`config.mk`:
```
export PLATFORM = sky130hd
export DESIGN_NAME = lane_deskew_ctrl
export DESIGN_NICKNAME = d
export VERILOG_FILES = /design/src/rtl/deskew_pkg.sv /design/src/rtl/dsk_flag_judge.sv /design/src/rtl/dsk_settle_timer.sv /design/src/rtl/dsk_retry_tracker.sv /design/src/rtl/lane_deskew_ctrl.sv
export SDC_FILE = /design/constraint.sdc
export NUM_CORES = 1
export LEC_CHECK = 0
export BUFFER_PORTS_ARGS = -buffer_cell sky130_fd_sc_hd__buf_2
export CORE_MARGIN = 2
export CORE_UTILIZATION = 36
export DETAILED_ROUTE_END_ITERATION = 16
export PLACE_DENSITY = 0.86
export SETUP_SLACK_MARGIN = 0.5
export SYNTH_ARGS = -nofsm -noshare
export SYNTH_HDL_FRONTEND = slang
export SYNTH_SLANG_ARGS = --single-unit
```
`constraint.sdc`:
```
create_clock -name clk -period 6.3 [get_ports clk]
set_input_delay 1.26 -clock clk [delete_from_list [all_inputs] [get_ports clk]]
set_output_delay 1.26 -clock clk [all_outputs]
set_load 0.005 [all_outputs]
```
`src/rtl/deskew_pkg.sv`:
```
package deskew_pkg;

    typedef enum logic [2:0] {
        ST_IDLE,
        ST_CHECK,
        ST_CLEAR,
        ST_SETTLE,
        ST_ALIGNED
    } dsk_state_t;

    typedef enum logic [1:0] {
        VERD_WAIT,
        VERD_FAIL,
        VERD_PASS
    } dsk_verdict_t;

endpackage

```
`src/rtl/dsk_flag_judge.sv`:
```
// Reduces per-lane status and FIFO flags into link health and a verdict.
module dsk_flag_judge
    import deskew_pkg::*;
#(
    parameter int N_LANES = 24
) (
    input  logic               link_ready,
    input  logic [N_LANES-1:0] lane_blk_lock,
    input  logic [N_LANES-1:0] lane_frm_lock,
    input  logic [N_LANES-1:0] fifo_pfull,
    input  logic [N_LANES-1:0] fifo_pempty,
    output logic               link_ok,
    output logic               any_empty,
    output dsk_verdict_t       verdict
);

    logic any_full;

    always_comb begin
        link_ok   = link_ready && (&lane_blk_lock) && (&lane_frm_lock);
        any_full  = |fifo_pfull;
        any_empty = |fifo_pempty;
        if (any_full && any_empty) begin
            verdict = VERD_FAIL;
        end else if (!any_full && !any_empty) begin
            verdict = VERD_PASS;
        end else begin
            verdict = VERD_WAIT;
        end
    end

endmodule

```
`src/rtl/dsk_settle_timer.sv`:
```
// Counts the settle interval while run is high; expired marks its last cycle.
module dsk_settle_timer #(
    parameter int CYCLES = 16
) (
    input  logic clk,
    input  logic rst,
    input  logic run,
    output logic expired
);

    localparam int CW = (CYCLES > 1) ? $clog2(CYCLES) : 1;
    localparam logic [CW-1:0] LAST = CW'(CYCLES - 1);

    logic [CW-1:0] cnt;

    always_ff @(posedge clk) begin
        if (rst || !run) begin
            cnt <= '0;
        end else if (cnt != LAST) begin
            cnt <= cnt + 1'b1;
        end
    end

    assign expired = run && (cnt == LAST);

endmodule

```
`src/rtl/dsk_retry_tracker.sv`:
```
// Saturating failure counter with a sticky limit error.
module dsk_retry_tracker #(
    parameter int LIMIT = 8
) (
    input  logic clk,
    input  logic rst,
    input  logic fail,
    input  logic success,
    output logic err
);

    localparam int RW = $clog2(LIMIT + 1);
    localparam logic [RW-1:0] CAP = RW'(LIMIT);

    logic [RW-1:0] cnt;

    always_ff @(posedge clk) begin
        if (rst) begin
            cnt <= '0;
            err <= 1'b0;
        end else begin
            if (success) begin
                cnt <= '0;
            end else if (fail && cnt != CAP) begin
                cnt <= cnt + 1'b1;
            end
            if (fail && (cnt + 1'b1 >= CAP)) begin
                err <= 1'b1;
            end
        end
    end

endmodule

```
`src/rtl/lane_deskew_ctrl.sv`:
```
// Top: deskew state machine for a bonded multi-lane receiver.
module lane_deskew_ctrl
    import deskew_pkg::*;
#(
    parameter int N_LANES       = 24,
    parameter int SETTLE_CYCLES = 16,
    parameter int RETRY_LIMIT   = 8
) (
    input  logic               clk,
    input  logic               rst,
    input  logic               link_ready,
    input  logic [N_LANES-1:0] lane_blk_lock,
    input  logic [N_LANES-1:0] lane_frm_lock,
    input  logic [N_LANES-1:0] fifo_pfull,
    input  logic [N_LANES-1:0] fifo_pempty,
    output logic               align_clr,
    output logic [N_LANES-1:0] fifo_rd_en,
    output logic               deskew_done,
    output logic               deskew_err
);

    dsk_state_t   state, state_nxt;
    dsk_verdict_t verdict;
    logic         link_ok;
    logic         any_empty;
    logic         settle_done;
    logic         rd_common;
    logic         fail_evt;
    logic         pass_evt;

    dsk_flag_judge #(.N_LANES(N_LANES)) u_judge (
        .link_ready    (link_ready),
        .lane_blk_lock (lane_blk_lock),
        .lane_frm_lock (lane_frm_lock),
        .fifo_pfull    (fifo_pfull),
        .fifo_pempty   (fifo_pempty),
        .link_ok       (link_ok),
        .any_empty     (any_empty),
        .verdict       (verdict)
    );

    dsk_settle_timer #(.CYCLES(SETTLE_CYCLES)) u_timer (
        .clk     (clk),
        .rst     (rst),
        .run     (state == ST_SETTLE),
        .expired (settle_done)
    );

    assign fail_evt = (state == ST_CHECK) && link_ok && (verdict == VERD_FAIL);
    assign pass_evt = (state == ST_CHECK) && link_ok && (verdict == VERD_PASS);

    dsk_retry_tracker #(.LIMIT(RETRY_LIMIT)) u_retry (
        .clk     (clk),
        .rst     (rst),
        .fail    (fail_evt),
        .success (pass_evt),
        .err     (deskew_err)
    );

    // State register
    always_ff @(posedge clk) begin
        if (rst) begin
            state <= ST_IDLE;
        end else begin
            state <= state_nxt;
        end
    end

    // Next-state logic; link loss has priority in every state
    always_comb begin
        state_nxt = state;
        if (!link_ok) begin
            state_nxt = ST_IDLE;
        end else begin
            unique case (state)
                ST_IDLE:    state_nxt = ST_CHECK;
                ST_CHECK: begin
                    if (verdict == VERD_FAIL) begin
                        state_nxt = ST_CLEAR;
                    end else if (verdict == VERD_PASS) begin
                        state_nxt = ST_ALIGNED;
                    end
                end
                ST_CLEAR:   state_nxt = ST_SETTLE;
                ST_SETTLE: begin
                    if (settle_done) begin
                        state_nxt = ST_CHECK;
                    end
                end
                ST_ALIGNED: state_nxt = ST_ALIGNED;
                default:    state_nxt = ST_IDLE;
            endcase
        end
    end

    // Outputs
    always_comb begin
        align_clr   = 1'b0;
        deskew_done = 1'b0;
        rd_common   = 1'b0;
        unique case (state)
            ST_CLEAR:   align_clr = 1'b1;
            ST_ALIGNED: begin
                deskew_done = 1'b1;
                rd_common   = link_ok && !any_empty;
            end
            default: ;
        endcase
    end

    assign fifo_rd_en = {N_LANES{rd_common}};

endmodule

```
==> results of run 1 <==
==> through the flow <==
step | hold WS [ns] | utilization [%]
floorplan | 0.461 | -
global placement | 0.470 | 55.9
detailed placement | 0.468 | 55.9
CTS | 0.494 | 56.7
global route | 0.520 | 56.7
finish | 0.500 | 56.7
==> power groups by stage <==
stage / Combinational (W) / Clock, W / Sequential [W]
final: 0.0000354 / 0.0000466 / 0.0000758
after global placement: 0.0000347 / 0 / 0.0000776
after floorplan: 0.00000459 / 0 / 0.0000776
after detailed placement: 0.0000352 / 0 / 0.0000776
after global routing: 0.0000392 / 0.0000531 / 0.0000758
after CTS: 0.0000354 / 0.0000497 / 0.0000757
==> state kept, by name, indices dropped and copies added (netlist names) <==
| register | count |
|---|---|
| u_retry.cnt | 4 |
| u_timer.cnt | 4 |
| state | 3 |
| u_retry.err | 1 |
==> metal layers <==
metal	GRT usage (%)	wire, um
met1	21.3	1250
met5	0	0
met4	5.32	23
met2	34.5	1630
met3	5.49	314
==> kinds of logic (layout without fill, tap and decap cells) <==
kind of cell | after synthesis | count (layout) | share of synthesized area, %
AO/OA/AOI/OAI | 9 | 9 | 5.37
XOR/XNOR | 4 | 4 | 3.27
adder cells (fa/ha/maj) | 3 | 3 | 3.51
buffers and inverters | 26 | 130 | 17.5
flip-flops | 12 | 12 | 22.4
multiplexers | 3 | 3 | 2.80
AND/OR/NAND/NOR | 79 | 79 | 45.1
==> Yosys cell counts <==
library cell / n / area (um^2)
sky130_fd_sc_hd__nor4_2: 2 / 25.0
sky130_fd_sc_hd__o211ai_1: 1 / 7.51
sky130_fd_sc_hd__nor3b_1: 2 / 15.0
sky130_fd_sc_hd__nor4_4: 2 / 42.5
sky130_fd_sc_hd__nor3_1: 3 / 15.0
sky130_fd_sc_hd__a211oi_1: 1 / 7.51
sky130_fd_sc_hd__xor2_1: 1 / 8.76
sky130_fd_sc_hd__o21ai_0: 1 / 5.00
sky130_fd_sc_hd__mux2i_1: 3 / 30.0
sky130_fd_sc_hd__dfxtp_1: 12 / 240
sky130_fd_sc_hd__nand4_2: 2 / 25.0
sky130_fd_sc_hd__nor2_1: 16 / 60.1
sky130_fd_sc_hd__ha_1: 3 / 37.5
sky130_fd_sc_hd__a22oi_1: 1 / 7.51
sky130_fd_sc_hd__inv_1: 2 / 7.51
sky130_fd_sc_hd__a31oi_1: 2 / 12.5
sky130_fd_sc_hd__a21oi_1: 2 / 10.0
sky130_fd_sc_hd__and3_1: 3 / 18.8
sky130_fd_sc_hd__nand2_1: 9 / 33.8
sky130_fd_sc_hd__nor4_1: 14 / 87.6
sky130_fd_sc_hd__nand3_1: 5 / 25.0
sky130_fd_sc_hd__nand4_1: 12 / 75.1
sky130_fd_sc_hd__nor2b_1: 6 / 37.5
sky130_fd_sc_hd__buf_4: 24 / 180
sky130_fd_sc_hd__nor4b_1: 1 / 8.76
sky130_fd_sc_hd__a21o_1: 1 / 7.51
sky130_fd_sc_hd__and2_1: 1 / 6.26
sky130_fd_sc_hd__xnor2_1: 3 / 26.3
sky130_fd_sc_hd__nand3b_1: 1 / 7.51
==> cells in the final DEF, fill, tap and decap left out, drive strengths merged, types with 2 or more instances in the layout <==
| master | n |
|---|---|
| a21oi | 2 |
| a31oi | 2 |
| and3 | 3 |
| buf | 125 |
| clkbuf | 3 |
| dfxtp | 12 |
| ha | 3 |
| inv | 2 |
| mux2i | 3 |
| nand2 | 9 |
| nand3 | 5 |
| nand4 | 14 |
| nor2 | 16 |
| nor2b | 6 |
| nor3 | 3 |
| nor3b | 2 |
| nor4 | 18 |
| xnor2 | 3 |
==> worst reg2reg max path: cells and delay by family, from the launching register on <==
family           cells  cell delay [ns]
and+or+nand+nor      5             1.03
muxes                1             0.23
DFF                  1             0.38
==> final cells by class <==
type | instances | area (um^2)
clock buffers | 3 | 22.5
well taps | 31 | 38.8
repair buffers | 125 | 626
flip-flops and latches | 12 | 240
fillers | 263 | 1200
inverters | 2 | 7.51
multi-input cells | 98 | 643
==> worst paths after layout <==
check	start	to	slack, ns	depth (start not counted)
hold / removal	u_retry.err$_SDFFE_PP0P_	u_retry.err$_SDFFE_PP0P_	0.50	2
setup reg to reg	state[0]$_SDFFE_PP0P_	u_retry.cnt[2]$_SDFFE_PP0P_	4.56	6
hold reg to reg	u_retry.err$_SDFFE_PP0P_	u_retry.err$_SDFFE_PP0P_	0.50	2
setup / recovery	fifo_pempty[19]	fifo_rd_en[5]	2.05	6
==> qor.yml, run 1 <==
maximum_capacitance_violations: 0
tritoncts_clock_tree: "yes"
setup.worst_path.class: "in -> out"
cts-root-to-sink-buffers: 2
power-per-cell-area_nw_per_um2: 100
clock_tree.htree_level_count: 1
seq_area_frac_synth_pct: 22.4
vias: 1337
drc_errors: 0
maximum_cell_stage_delay_along_the_critical_path_ns: 0.59
placed_area_um2: 1560
p_leak_nw: 0.830
timing.final.max_slew_violations: 0
synth-warning-count: 0
hold_viol_final: 0
postLayoutCellArea_um2: 1580
finalSetupTns_ns: 0
run_status: "completed"
layout-drive-gt1-share_pct: 55.8
grt_max_degree: 25
vias_per_cell: 4.93
dp_worst_setup_slack_ns: 2.04
fin_ws_ns: 2.05
synth_area_per_cell_um2: 7.88
first_global_vias: 1227
min_period_ns: 4.25
io-pin-count: 126
insertion_delay_ns: 0.27
finalWeightedCongestion: 0.870
detail_route.wirelength_um: 3220
fmax_ghz: 0.235
grt_pass1_wl_um: 5020
cpMaxStageDelayCell: "sky130_fd_sc_hd__and3_1"
diodes: 0
crit_path_end_kind: "output port"
placement.io_buffers: 125
combinational_group_share_of_total_power_pct: 22.4
dp_cells: 268
post_synth_instance_area_um2: 1070
critical_path_peak_fanout: 24
cp_common_cell: "sky130_fd_sc_hd__buf_2"
p_clk_share_pct: 29.6
flow.area_growth_from_synthesis_pct: 47.3
power.ir.vdd_worst_v: 0.000107
setup_violations: 0
gr-usage-all-layers_pct: 19.0
cp.arrival_ns: 2.99
wire_per_inst_um: 11.9
die_w_um: 58.5
postSynthCellCount: 136
path_delay_family: "simple AND/OR/NAND/NOR gates"
fin_nets: 344
rsz_0062_raised_after_global_routing: "no"
clock_pin_slew_reported_for_the_worst_setup_and_hold_paths_after_clock_tree_synthesis_ns: 0.07
drtAntennaViolNets: 0
initial_antenna_violation_count: 0
cts-root-buf: "sky130_fd_sc_hd__clkbuf_4"
seq_power_share_pct: 48.0
hold_buffers: 0
relSlewSlack_pct: 61.5
coreArea_um2: 2780
finalNonFillerCells: 271
postCtsSetupRepairBufs: 0
startpoint_type: "input pin"
post_cts.resized_instances: 0
netSwitchingFraction_pct: 23.1
die_area_um2: 3430
timing.critical_path.required_ns: 5.04
cellInternalPower_w: 0.000121
die_h_um: 58.5
grt-ovfl-total: 0
timing_worst_slew_pin_value_ns: 0.578
cts_buffers: 3
place.detailed.hpwl_um: 2850
detailedRoute.firstIterationViolations: 30
timing.final.crit_share_pct: 67.4
switching_power_w: 0.0000365
clock_sink_count: 12
ordered_cell_list_for_the_critical_path: "buf_2, nor4_1, nand4_1, nor2_1, and3_1, buf_2"
ys_types: 29
start_util_pct: 38.5
power_w: 0.000158
core.rowCount: 19
number_of_buffer_and_inverter_instances_along_the_worst_setup_path: 2
min_delay_path_class: "reg -> reg"
fin_worst_skew_ns: 0.000608
postSynthNetCount: 238
detail_route.first_pass.iterations: 6
postSynthRegisterBits: 12
No activity file was read; power rests on OpenSTA's default activity.
==> run 2: changes to the inputs <==
--- a/config.mk
+++ b/config.mk
@@ -5,11 +5,12 @@
 export SDC_FILE = /design/constraint.sdc
 export NUM_CORES = 1
 export LEC_CHECK = 0
+export ABC_AREA = 1
 export BUFFER_PORTS_ARGS = -buffer_cell sky130_fd_sc_hd__buf_2
 export CORE_MARGIN = 2
-export CORE_UTILIZATION = 36
+export CORE_UTILIZATION = 38
 export DETAILED_ROUTE_END_ITERATION = 16
-export PLACE_DENSITY = 0.86
+export PLACE_DENSITY = 0.82
 export SETUP_SLACK_MARGIN = 0.5
 export SYNTH_ARGS = -nofsm -noshare
 export SYNTH_HDL_FRONTEND = slang
==> constraint.sdc (replaced) <==
create_clock -name clk -period 4.3 [get_ports clk]
set_input_delay 0.86 -clock clk [delete_from_list [all_inputs] [get_ports clk]]
set_output_delay 0.86 -clock clk [all_outputs]
set_load 0.005 [all_outputs]
==> qor.yml, run 2 <==
run_status: "completed"  # unchanged
number_of_buffer_and_inverter_instances_along_the_worst_setup_path: 2  # unchanged
wire_per_inst_um: 8.52  # was 11.9 um
relSlewSlack_pct: 40.6  # was 61.5%
placement.io_buffers: 125  # unchanged
clock_sink_count: 12  # unchanged
timing.final.max_slew_violations: 0  # unchanged
fin_nets: 451  # was 344
cp.arrival_ns: 2.37  # was 2.99 ns
place.detailed.hpwl_um: 3070  # was 2850 um
path_delay_family: "simple AND/OR/NAND/NOR gates"  # unchanged
netSwitchingFraction_pct: 24.2  # was 23.1%
core.rowCount: 21  # was 19
die_w_um: 64.2  # was 58.5 um
post_cts.resized_instances: 0  # unchanged
maximum_capacitance_violations: 0  # unchanged
hold_viol_final: 0  # unchanged
detail_route.first_pass.iterations: 4  # was 6
power-per-cell-area_nw_per_um2: 139  # was 100 nW/um^2
min_period_ns: 3.23
min_delay_path_class: "reg -> reg"  # unchanged
fin_ws_ns: 1.07  # was 2.05 ns
ys_dominant_reg_cell: "sky130_fd_sc_hd__dfxtp_1"  # unchanged
detailedRoute.firstIterationViolations: 39  # was 30
die_h_um: 64.2  # was 58.5 um
synth.top_cells.by_area: "sky130_fd_sc_hd__dfxtp_1, sky130_fd_sc_hd__nand2_1, sky130_fd_sc_hd__nor2_1, sky130_fd_sc_hd__buf_4, sky130_fd_sc_hd__inv_1"  # was sky130_fd_sc_hd__dfxtp_1, sky130_fd_sc_hd__buf_4, sky130_fd_sc_hd__nor4_1, sky130_fd_sc_hd__nand4_1, sky130_fd_sc_hd__nor2_1
postSynthNetCount: 345  # was 238
synth_xor_area_share_pct: 1.27  # was 3.27%
insertion_delay_ns: 0.26  # was 0.27 ns
post-route-util_pct: 56.3  # was 56.7%
synth.largest_area_cell: "sky130_fd_sc_hd__dfxtp_1"  # unchanged
coreArea_um2: 3420  # was 2780 um^2
power.ir.vdd_worst_v: 0.0000660  # was 0.000107 V
final_common_cell: "sky130_fd_sc_hd__buf_2"  # unchanged
synth-simple-area-share_pct: 54.0  # was 45.1%
cts-root-to-sink-buffers: 2  # unchanged
postSynthCellCount: 243  # was 136
start_util_pct: 40.3  # was 38.5%
cts-root-buf: "sky130_fd_sc_hd__clkbuf_4"  # unchanged
ordered_cell_list_for_the_critical_path: "buf_2, nor2_1, nand2_1, nor2_1, nand3_2, nor3_2, buf_2"  # was buf_2, nor4_1, nand4_1, nor2_1, and3_1, buf_2
die_area_um2: 4120  # was 3430 um^2
combinational_group_share_of_total_power_pct: 25.0  # was 22.4%
drtAntennaViolNets: 0  # unchanged
io-pin-count: 126  # unchanged
initial_antenna_violation_count: 0  # unchanged
postSynthRegisterBits: 12  # unchanged
post_synth_most_frequent_cells: "sky130_fd_sc_hd__nand2_1, sky130_fd_sc_hd__nor2_1, sky130_fd_sc_hd__buf_4, sky130_fd_sc_hd__inv_1, sky130_fd_sc_hd__dfxtp_1"  # was sky130_fd_sc_hd__buf_4, sky130_fd_sc_hd__nor2_1, sky130_fd_sc_hd__nor4_1, sky130_fd_sc_hd__dfxtp_1, sky130_fd_sc_hd__nand4_1
drc_errors: 0  # unchanged
timing.hold.ws_ns: 0.472  # was 0.500 ns
layout-drive-gt1-share_pct: 44.3  # was 55.8%
cts_buffers: 3  # unchanged
grt_pass1_wl_um: 5770  # was 5020 um
layout.filler_cells: 380  # was 263
synth.area.mux_share_pct: 0  # was 2.80%
route.met2.wl_um: 1720  # was 1630 um
p_clk_share_pct: 33.3  # was 29.6%
rsz_0062_raised_after_global_routing: "no"  # unchanged
seq_area_frac_synth_pct: 17.4  # was 22.4%
synth_largest_type_area_fraction_pct: 17.4  # was 22.4%
hold_buffers: 0  # unchanged
flow.area_growth_from_synthesis_pct: 39.5  # was 47.3%
met3WireLength_um: 350  # was 314 um
finalSetupTns_ns: 0  # unchanged
critical_path_peak_fanout: 24  # unchanged
route.top_layer_used: "met4"  # unchanged
clock_tree.htree_level_count: 1  # unchanged
async_flop_share_pct: 0  # unchanged
synth-warning-count: 0  # unchanged
cellInternalPower_w: 0.000202  # was 0.000121 W
dp_worst_setup_slack_ns: 1.01  # was 2.04 ns
vias: 1785  # was 1,337
finalWeightedCongestion: 0.778  # was 0.870
timing.critical_path.required_ns: 3.44  # was 5.04 ns
seq_power_share_pct: 41.7  # was 48.0%
grt-ovfl-total: 0  # unchanged
diodes: 0  # unchanged
route.layer.met1.wl_um: 1270  # was 1250 um
post_synth_instance_area_um2: 1380  # was 1070 um^2
setup.worst_path.class: "in -> out"  # unchanged
timing_worst_slew_pin_value_ns: 0.886  # was 0.578 ns
setup_violations: 0  # unchanged
gr-usage-all-layers_pct: 16.6  # was 19.0%
fmax_ghz: 0.309
ys_types: 24  # was 29
tritoncts_clock_tree: "yes"  # unchanged
switching_power_w: 0.0000645  # was 0.0000365 W
first_global_vias: 1639  # was 1,227
startpoint_type: "input pin"  # unchanged
largestRegisters: "u_retry.cnt: 4 flops, u_timer.cnt: 4 flops, state: 3 flops"  # unchanged
cpMaxStageDelayCell: "sky130_fd_sc_hd__nor3_2"  # was sky130_fd_sc_hd__and3_1
vias_per_cell: 4.53  # was 4.93
detail_route.wirelength_um: 3360  # was 3220 um
maximum_cell_stage_delay_along_the_critical_path_ns: 0.74  # was 0.59 ns
timing.final.crit_share_pct: 75.2
grt_max_degree: 25  # unchanged
number_of_enable_type_register_cells_in_the_synthesized_netlist: 0  # unchanged
p_leak_nw: 0.999  # was 0.830 nW
crit_path_end_kind: "output port"  # unchanged
fin_worst_skew_ns: 0.00159  # was 0.000608 ns
synth_top_family_by_area: "simple AND/OR/NAND/NOR gates"  # unchanged
synthAdderAreaFrac_pct: 2.72  # was 3.50%
clock_pin_slew_reported_for_the_worst_setup_and_hold_paths_after_clock_tree_synthesis_ns: 0.08  # was 0.07 ns
synth_area_per_cell_um2: 5.67  # was 7.88 um^2
synth-compound-area-share_pct: 4.72  # was 5.37%
final_cell_mix: "sky130_fd_sc_hd__buf_2, sky130_fd_sc_hd__nor2_1, sky130_fd_sc_hd__nand2_1"  # was sky130_fd_sc_hd__buf_2, sky130_fd_sc_hd__nor2_1, sky130_fd_sc_hd__nor4_1
postCtsSetupRepairBufs: 0  # unchanged
## run 2: cell count changes after synthesis, moves of 5 or more
cell / before / now
sky130_fd_sc_hd__inv_1: 2 / 20
sky130_fd_sc_hd__nand2_1: 9 / 60
sky130_fd_sc_hd__nand2_2: 0 / 5
sky130_fd_sc_hd__nor2_1: 16 / 60
sky130_fd_sc_hd__nor2_2: 0 / 11
sky130_fd_sc_hd__nor2b_1: 6 / 0
sky130_fd_sc_hd__nor4_1: 14 / 0
## run 2: path summary, 6_finish.rpt
path         cells past startpoint  slack [ns]                     start                           to
min reg2reg                      2        0.47  u_retry.err$_SDFFE_PP0P_     u_retry.err$_SDFFE_PP0P_
max                              7        1.07           fifo_pempty[15]               fifo_rd_en[14]
min                              2        0.47  u_retry.err$_SDFFE_PP0P_     u_retry.err$_SDFFE_PP0P_
max reg2reg                      6        2.99     state[2]$_SDFFE_PP0P_  u_retry.cnt[2]$_SDFFE_PP0P_
## run 2: cell type report
cell class                      count  area, um^2  share of cell area, %
Sequential cell                    12         240                   12.5
Timing Repair Buffer              125         626                   32.6
Inverter                           25        93.8                   4.88
Clock buffer                        4        36.3                   1.89
Multi-Input combinational cell    182         868                   45.2
Tap cell                           46        57.6                   2.99
## run 2: per-layer routing
metal  track usage (%)  vias to the layer above
met5                 0                        -
met4              4.79                        0
met3              1.41                        2
met2              35.2                       87
met1              16.6                      747
li1                  -                      949
## run 2: per-stage QoR
stage          total power (W)  instances  area [um^2]
3_3_place_gp          0.000179        390         1890
6_report              0.000266        394         1920
2_1_floorplan         0.000131        243         1380
3_5_place_dp          0.000181        390         1890
4_1_cts               0.000268        394         1920
5_1_grt               0.000284        394         1920
## run 2: cell families (layout without fill, tap and decap cells)
kind of cell    count (synthesis)  in the layout
simple gates                  166            166
fa+ha+maj                       3              3
buf+inv                        49            154
xor+xnor                        2              2
compound gates                 11             11
flops                          12             12
## run 2: power groups by stage
stage | sequential [W] | combinational [W] | clock (W)
2_1_floorplan | 0.000114 | 0.0000174 | 0
3_3_place_gp | 0.000114 | 0.0000657 | 0
3_5_place_dp | 0.000114 | 0.0000671 | 0
4_1_cts | 0.000111 | 0.0000672 | 0.0000900
5_1_grt | 0.000111 | 0.0000771 | 0.0000958
6_report | 0.000111 | 0.0000666 | 0.0000888
## run 2: worst min-delay path, cell delays in order (launching register included)
cell	delay, ns
sky130_fd_sc_hd__dfxtp_1	0.33
sky130_fd_sc_hd__a21oi_1	0.04
sky130_fd_sc_hd__nor2_1	0.07
==> run 3: changes to the inputs <==
==> constraint.sdc (replaced) <==
create_clock -name clk -period 3 [get_ports clk]
set_input_delay 0.6 -clock clk [delete_from_list [all_inputs] [get_ports clk]]
set_output_delay 0.6 -clock clk [all_outputs]
set_load 0.005 [all_outputs]
==> qor.yml, run 3 (synthesis results as in run 2) <==
power.ir.vdd_worst_v: 0.000137  # was 0.0000660 V
postLayoutCellArea_um2: 1970  # was 1920 um^2
diodes: 0  # unchanged
placed_area_um2: 1890  # about the same
cts_buffers: 3  # unchanged
timing.critical_path.required_ns: 2.40  # was 3.44 ns
detailedRoute.firstIterationViolations: 40  # was 39
path_delay_family: "simple AND/OR/NAND/NOR gates"  # unchanged
drc_errors: 0  # unchanged
cpMaxStageDelayCell: "sky130_fd_sc_hd__buf_4"  # was sky130_fd_sc_hd__nor3_2
seq_power_share_pct: 41.5  # was 41.7%
drtAntennaViolNets: 0  # unchanged
min_period_ns: 2.34
endpoint_of_the_worst_hold_path: "u_retry.err$_SDFFE_PP0P_"  # unchanged
setup.worst_path.class: "in -> out"  # unchanged
gr-usage-all-layers_pct: 17.9  # was 16.6%
initial_antenna_violation_count: 0  # unchanged
largestRegisters: "u_retry.cnt: 4 flops, u_timer.cnt: 4 flops, state: 3 flops"  # unchanged
maximum_cell_stage_delay_along_the_critical_path_ns: 0.18  # was 0.74 ns
die_w_um: 64.2  # unchanged
coreArea_um2: 3420  # unchanged
relSlewSlack_pct: 82.3  # was 40.6%
grt_max_degree: 13  # was 25
regToRegEndpoint: "u_retry.cnt[2]$_SDFFE_PP0P_"  # unchanged
maximum_capacitance_violations: 0  # unchanged
crit-reg2reg-launch: "state[0]$_SDFFE_PP0P_"  # was state[2]$_SDFFE_PP0P_
setup_violations: 0  # unchanged
critical_path_peak_fanout: 12  # was 24
fin_nets: 454  # was 451
hold_depth: 2  # unchanged
first_global_vias: 1644  # was 1,639
netSwitchingFraction_pct: 24.4  # was 24.2%
combinational_group_share_of_total_power_pct: 25.1  # was 25.0%
vias: 1826  # was 1,785
number_of_buffer_and_inverter_instances_along_the_worst_setup_path: 3  # was 2
min-delay-start: "u_retry.err$_SDFFE_PP0P_"  # unchanged
grt-ovfl-total: 0  # unchanged
io-pin-count: 126  # unchanged
final_cell_mix: "sky130_fd_sc_hd__buf_2, sky130_fd_sc_hd__nor2_1, sky130_fd_sc_hd__nand2_1"  # unchanged
run_status: "completed"  # unchanged
wire_per_inst_um: 9.10  # was 8.52 um
hold_viol_final: 0  # unchanged
fmax_ghz: 0.427
flow.area_growth_from_synthesis_pct: 43.3  # was 39.5%
rrSetupSlack_ns: 1.66  # was 2.99 ns
clock_pin_slew_reported_for_the_worst_setup_and_hold_paths_after_clock_tree_synthesis_ns: 0.07  # was 0.08 ns
final_common_cell: "sky130_fd_sc_hd__buf_2"  # unchanged
worst-r2r-cell-count: 7  # was 6
p_clk_share_pct: 33.4  # was 33.3%
cp_common_cell: "sky130_fd_sc_hd__buf_2"
cellInternalPower_w: 0.000289  # was 0.000202 W
timing.final.crit_share_pct: 78.0
place.detailed.hpwl_um: 3120  # was 3070 um
timing_worst_slew_pin_value_ns: 0.264  # was 0.886 ns
detail_route.first_pass.iterations: 4  # unchanged
crit_path_end_kind: "output port"  # unchanged
p_leak_nw: 1.05  # was 0.999 nW
min_delay_path_class: "reg -> reg"  # unchanged
cp.arrival_ns: 1.74  # was 2.37 ns
timing.final.max_slew_violations: 0  # unchanged
placement.io_buffers: 125  # unchanged
tritoncts_clock_tree: "yes"  # unchanged
detail_route.wirelength_um: 3610  # was 3360 um
layout-drive-gt1-share_pct: 45.0  # was 44.3%
core.rowCount: 21  # unchanged
die_h_um: 64.2  # unchanged
clock_sink_count: 12  # unchanged
startpoint_type: "input pin"  # unchanged
start_util_pct: 40.3  # unchanged
rsz_0062_raised_after_global_routing: "no"  # unchanged
finalSetupTns_ns: 0  # unchanged
vias_per_cell: 4.60  # was 4.53
insertion_delay_ns: 0.27  # was 0.26 ns
clock_tree.htree_level_count: 1  # unchanged
ordered_cell_list_for_the_critical_path: "buf_2, nand4_1, nor3_1, nand2_1, nor2_1, nand2_2, nor3_4, buf_4, buf_2"  # was buf_2, nor2_1, nand2_1, nor2_1, nand3_2, nor3_2, buf_2
grt_pass1_wl_um: 6160  # was 5770 um
power-per-cell-area_nw_per_um2: 194  # was 139 nW/um^2
cts-root-to-sink-buffers: 2  # unchanged
cts-root-buf: "sky130_fd_sc_hd__clkbuf_4"  # unchanged
finalWeightedCongestion: 0.751  # was 0.778
hold_buffers: 0  # unchanged
switching_power_w: 0.0000935  # was 0.0000645 W
die_area_um2: 4120  # unchanged
fin_worst_skew_ns: 0.00281  # was 0.00159 ns
==> run 3: cell types whose count changed in the layout (fill, tap and decap cells not counted), sizes merged <==
| cell | previous run | this run |
|---|---|---|
| buf | 125 | 127 |
| nor3 | 7 | 8 |
==> run 3: timing repair <==
| action | 4_1_cts | 5_1_grt |
|---|---|---|
| hold endpoints to repair | 0 | 0 |
| gates cloned | 1 | 0 |
| resized for setup | 1 | 1 |
| endpoints found under the setup margin | 24 | 24 |
| pin swaps | 2 | 2 |
| buffers inserted | 1 | 1 |
==> run 3: per-stage QoR <==
stage / power, W / hold WS [ns] / std cells / setup slack, ns / util [%]
4_1_cts: 0.000387 / 0.487 / 396 / 0.558 / 57.5
3_3_place_gp: 0.000257 / 0.459 / 390 / 0.496 / 55.4
2_1_floorplan: 0.000188 / 0.447 / 243 / 0.636 / -
3_5_place_dp: 0.000259 / 0.467 / 390 / 0.432 / 55.4
6_report: 0.000383 / 0.474 / 397 / 0.659 / 57.8
5_1_grt: 0.000409 / 0.503 / 397 / 0.496 / 57.8
==> run 3: routing by layer <==
metal	vias to the layer above	wire length [um]	track usage, %
met5	-	0	0
met4	0	10	5.05
met3	2	391	3.52
met2	92	1830	35.8
met1	773	1380	18.5
li1	959	-	-
==> run 3: cell type report <==
| cell class | instances | area [um^2] |
|---|---|---|
| Sequential cell | 12 | 240 |
| Tap cell | 46 | 57.6 |
| Timing Repair Buffer | 127 | 653 |
| Fill cell | 359 | 1440 |
| Clock buffer | 4 | 36.3 |
| Inverter | 25 | 93.8 |
| Multi-Input combinational cell | 183 | 893 |
==> run 3: worst max-delay path by stage <==
stage                       from              to  slack [ns]  cells after the start
2_1_floorplan    fifo_pempty[15]   fifo_rd_en[0]        0.64                      6
3_3_place_gp      fifo_pempty[3]  fifo_rd_en[16]        0.50                      7
3_5_place_dp   lane_frm_lock[21]   fifo_rd_en[5]        0.43                      8
4_1_cts        lane_frm_lock[21]  fifo_rd_en[12]        0.56                      8
5_1_grt        lane_frm_lock[21]  fifo_rd_en[10]        0.50                      9
6_report       lane_frm_lock[21]  fifo_rd_en[10]        0.66                      9
==> run 3: tightest hold or removal path, cell delays in order (launching register included) <==
cell,delay [ns]
sky130_fd_sc_hd__dfxtp_1,0.33
sky130_fd_sc_hd__a21oi_1,0.04
sky130_fd_sc_hd__nor2_1,0.07
==> run 3: power groups by stage <==
stage	logic (W)	registers [W]	clock network, W
after floorplan	0.0000249	0.000163	0
after global placement	0.0000945	0.000163	0
after detailed placement	0.0000963	0.000163	0
after CTS	0.0000965	0.000159	0.000131
after global routing	0.000109	0.000159	0.000141
final	0.0000962	0.000159	0.000128
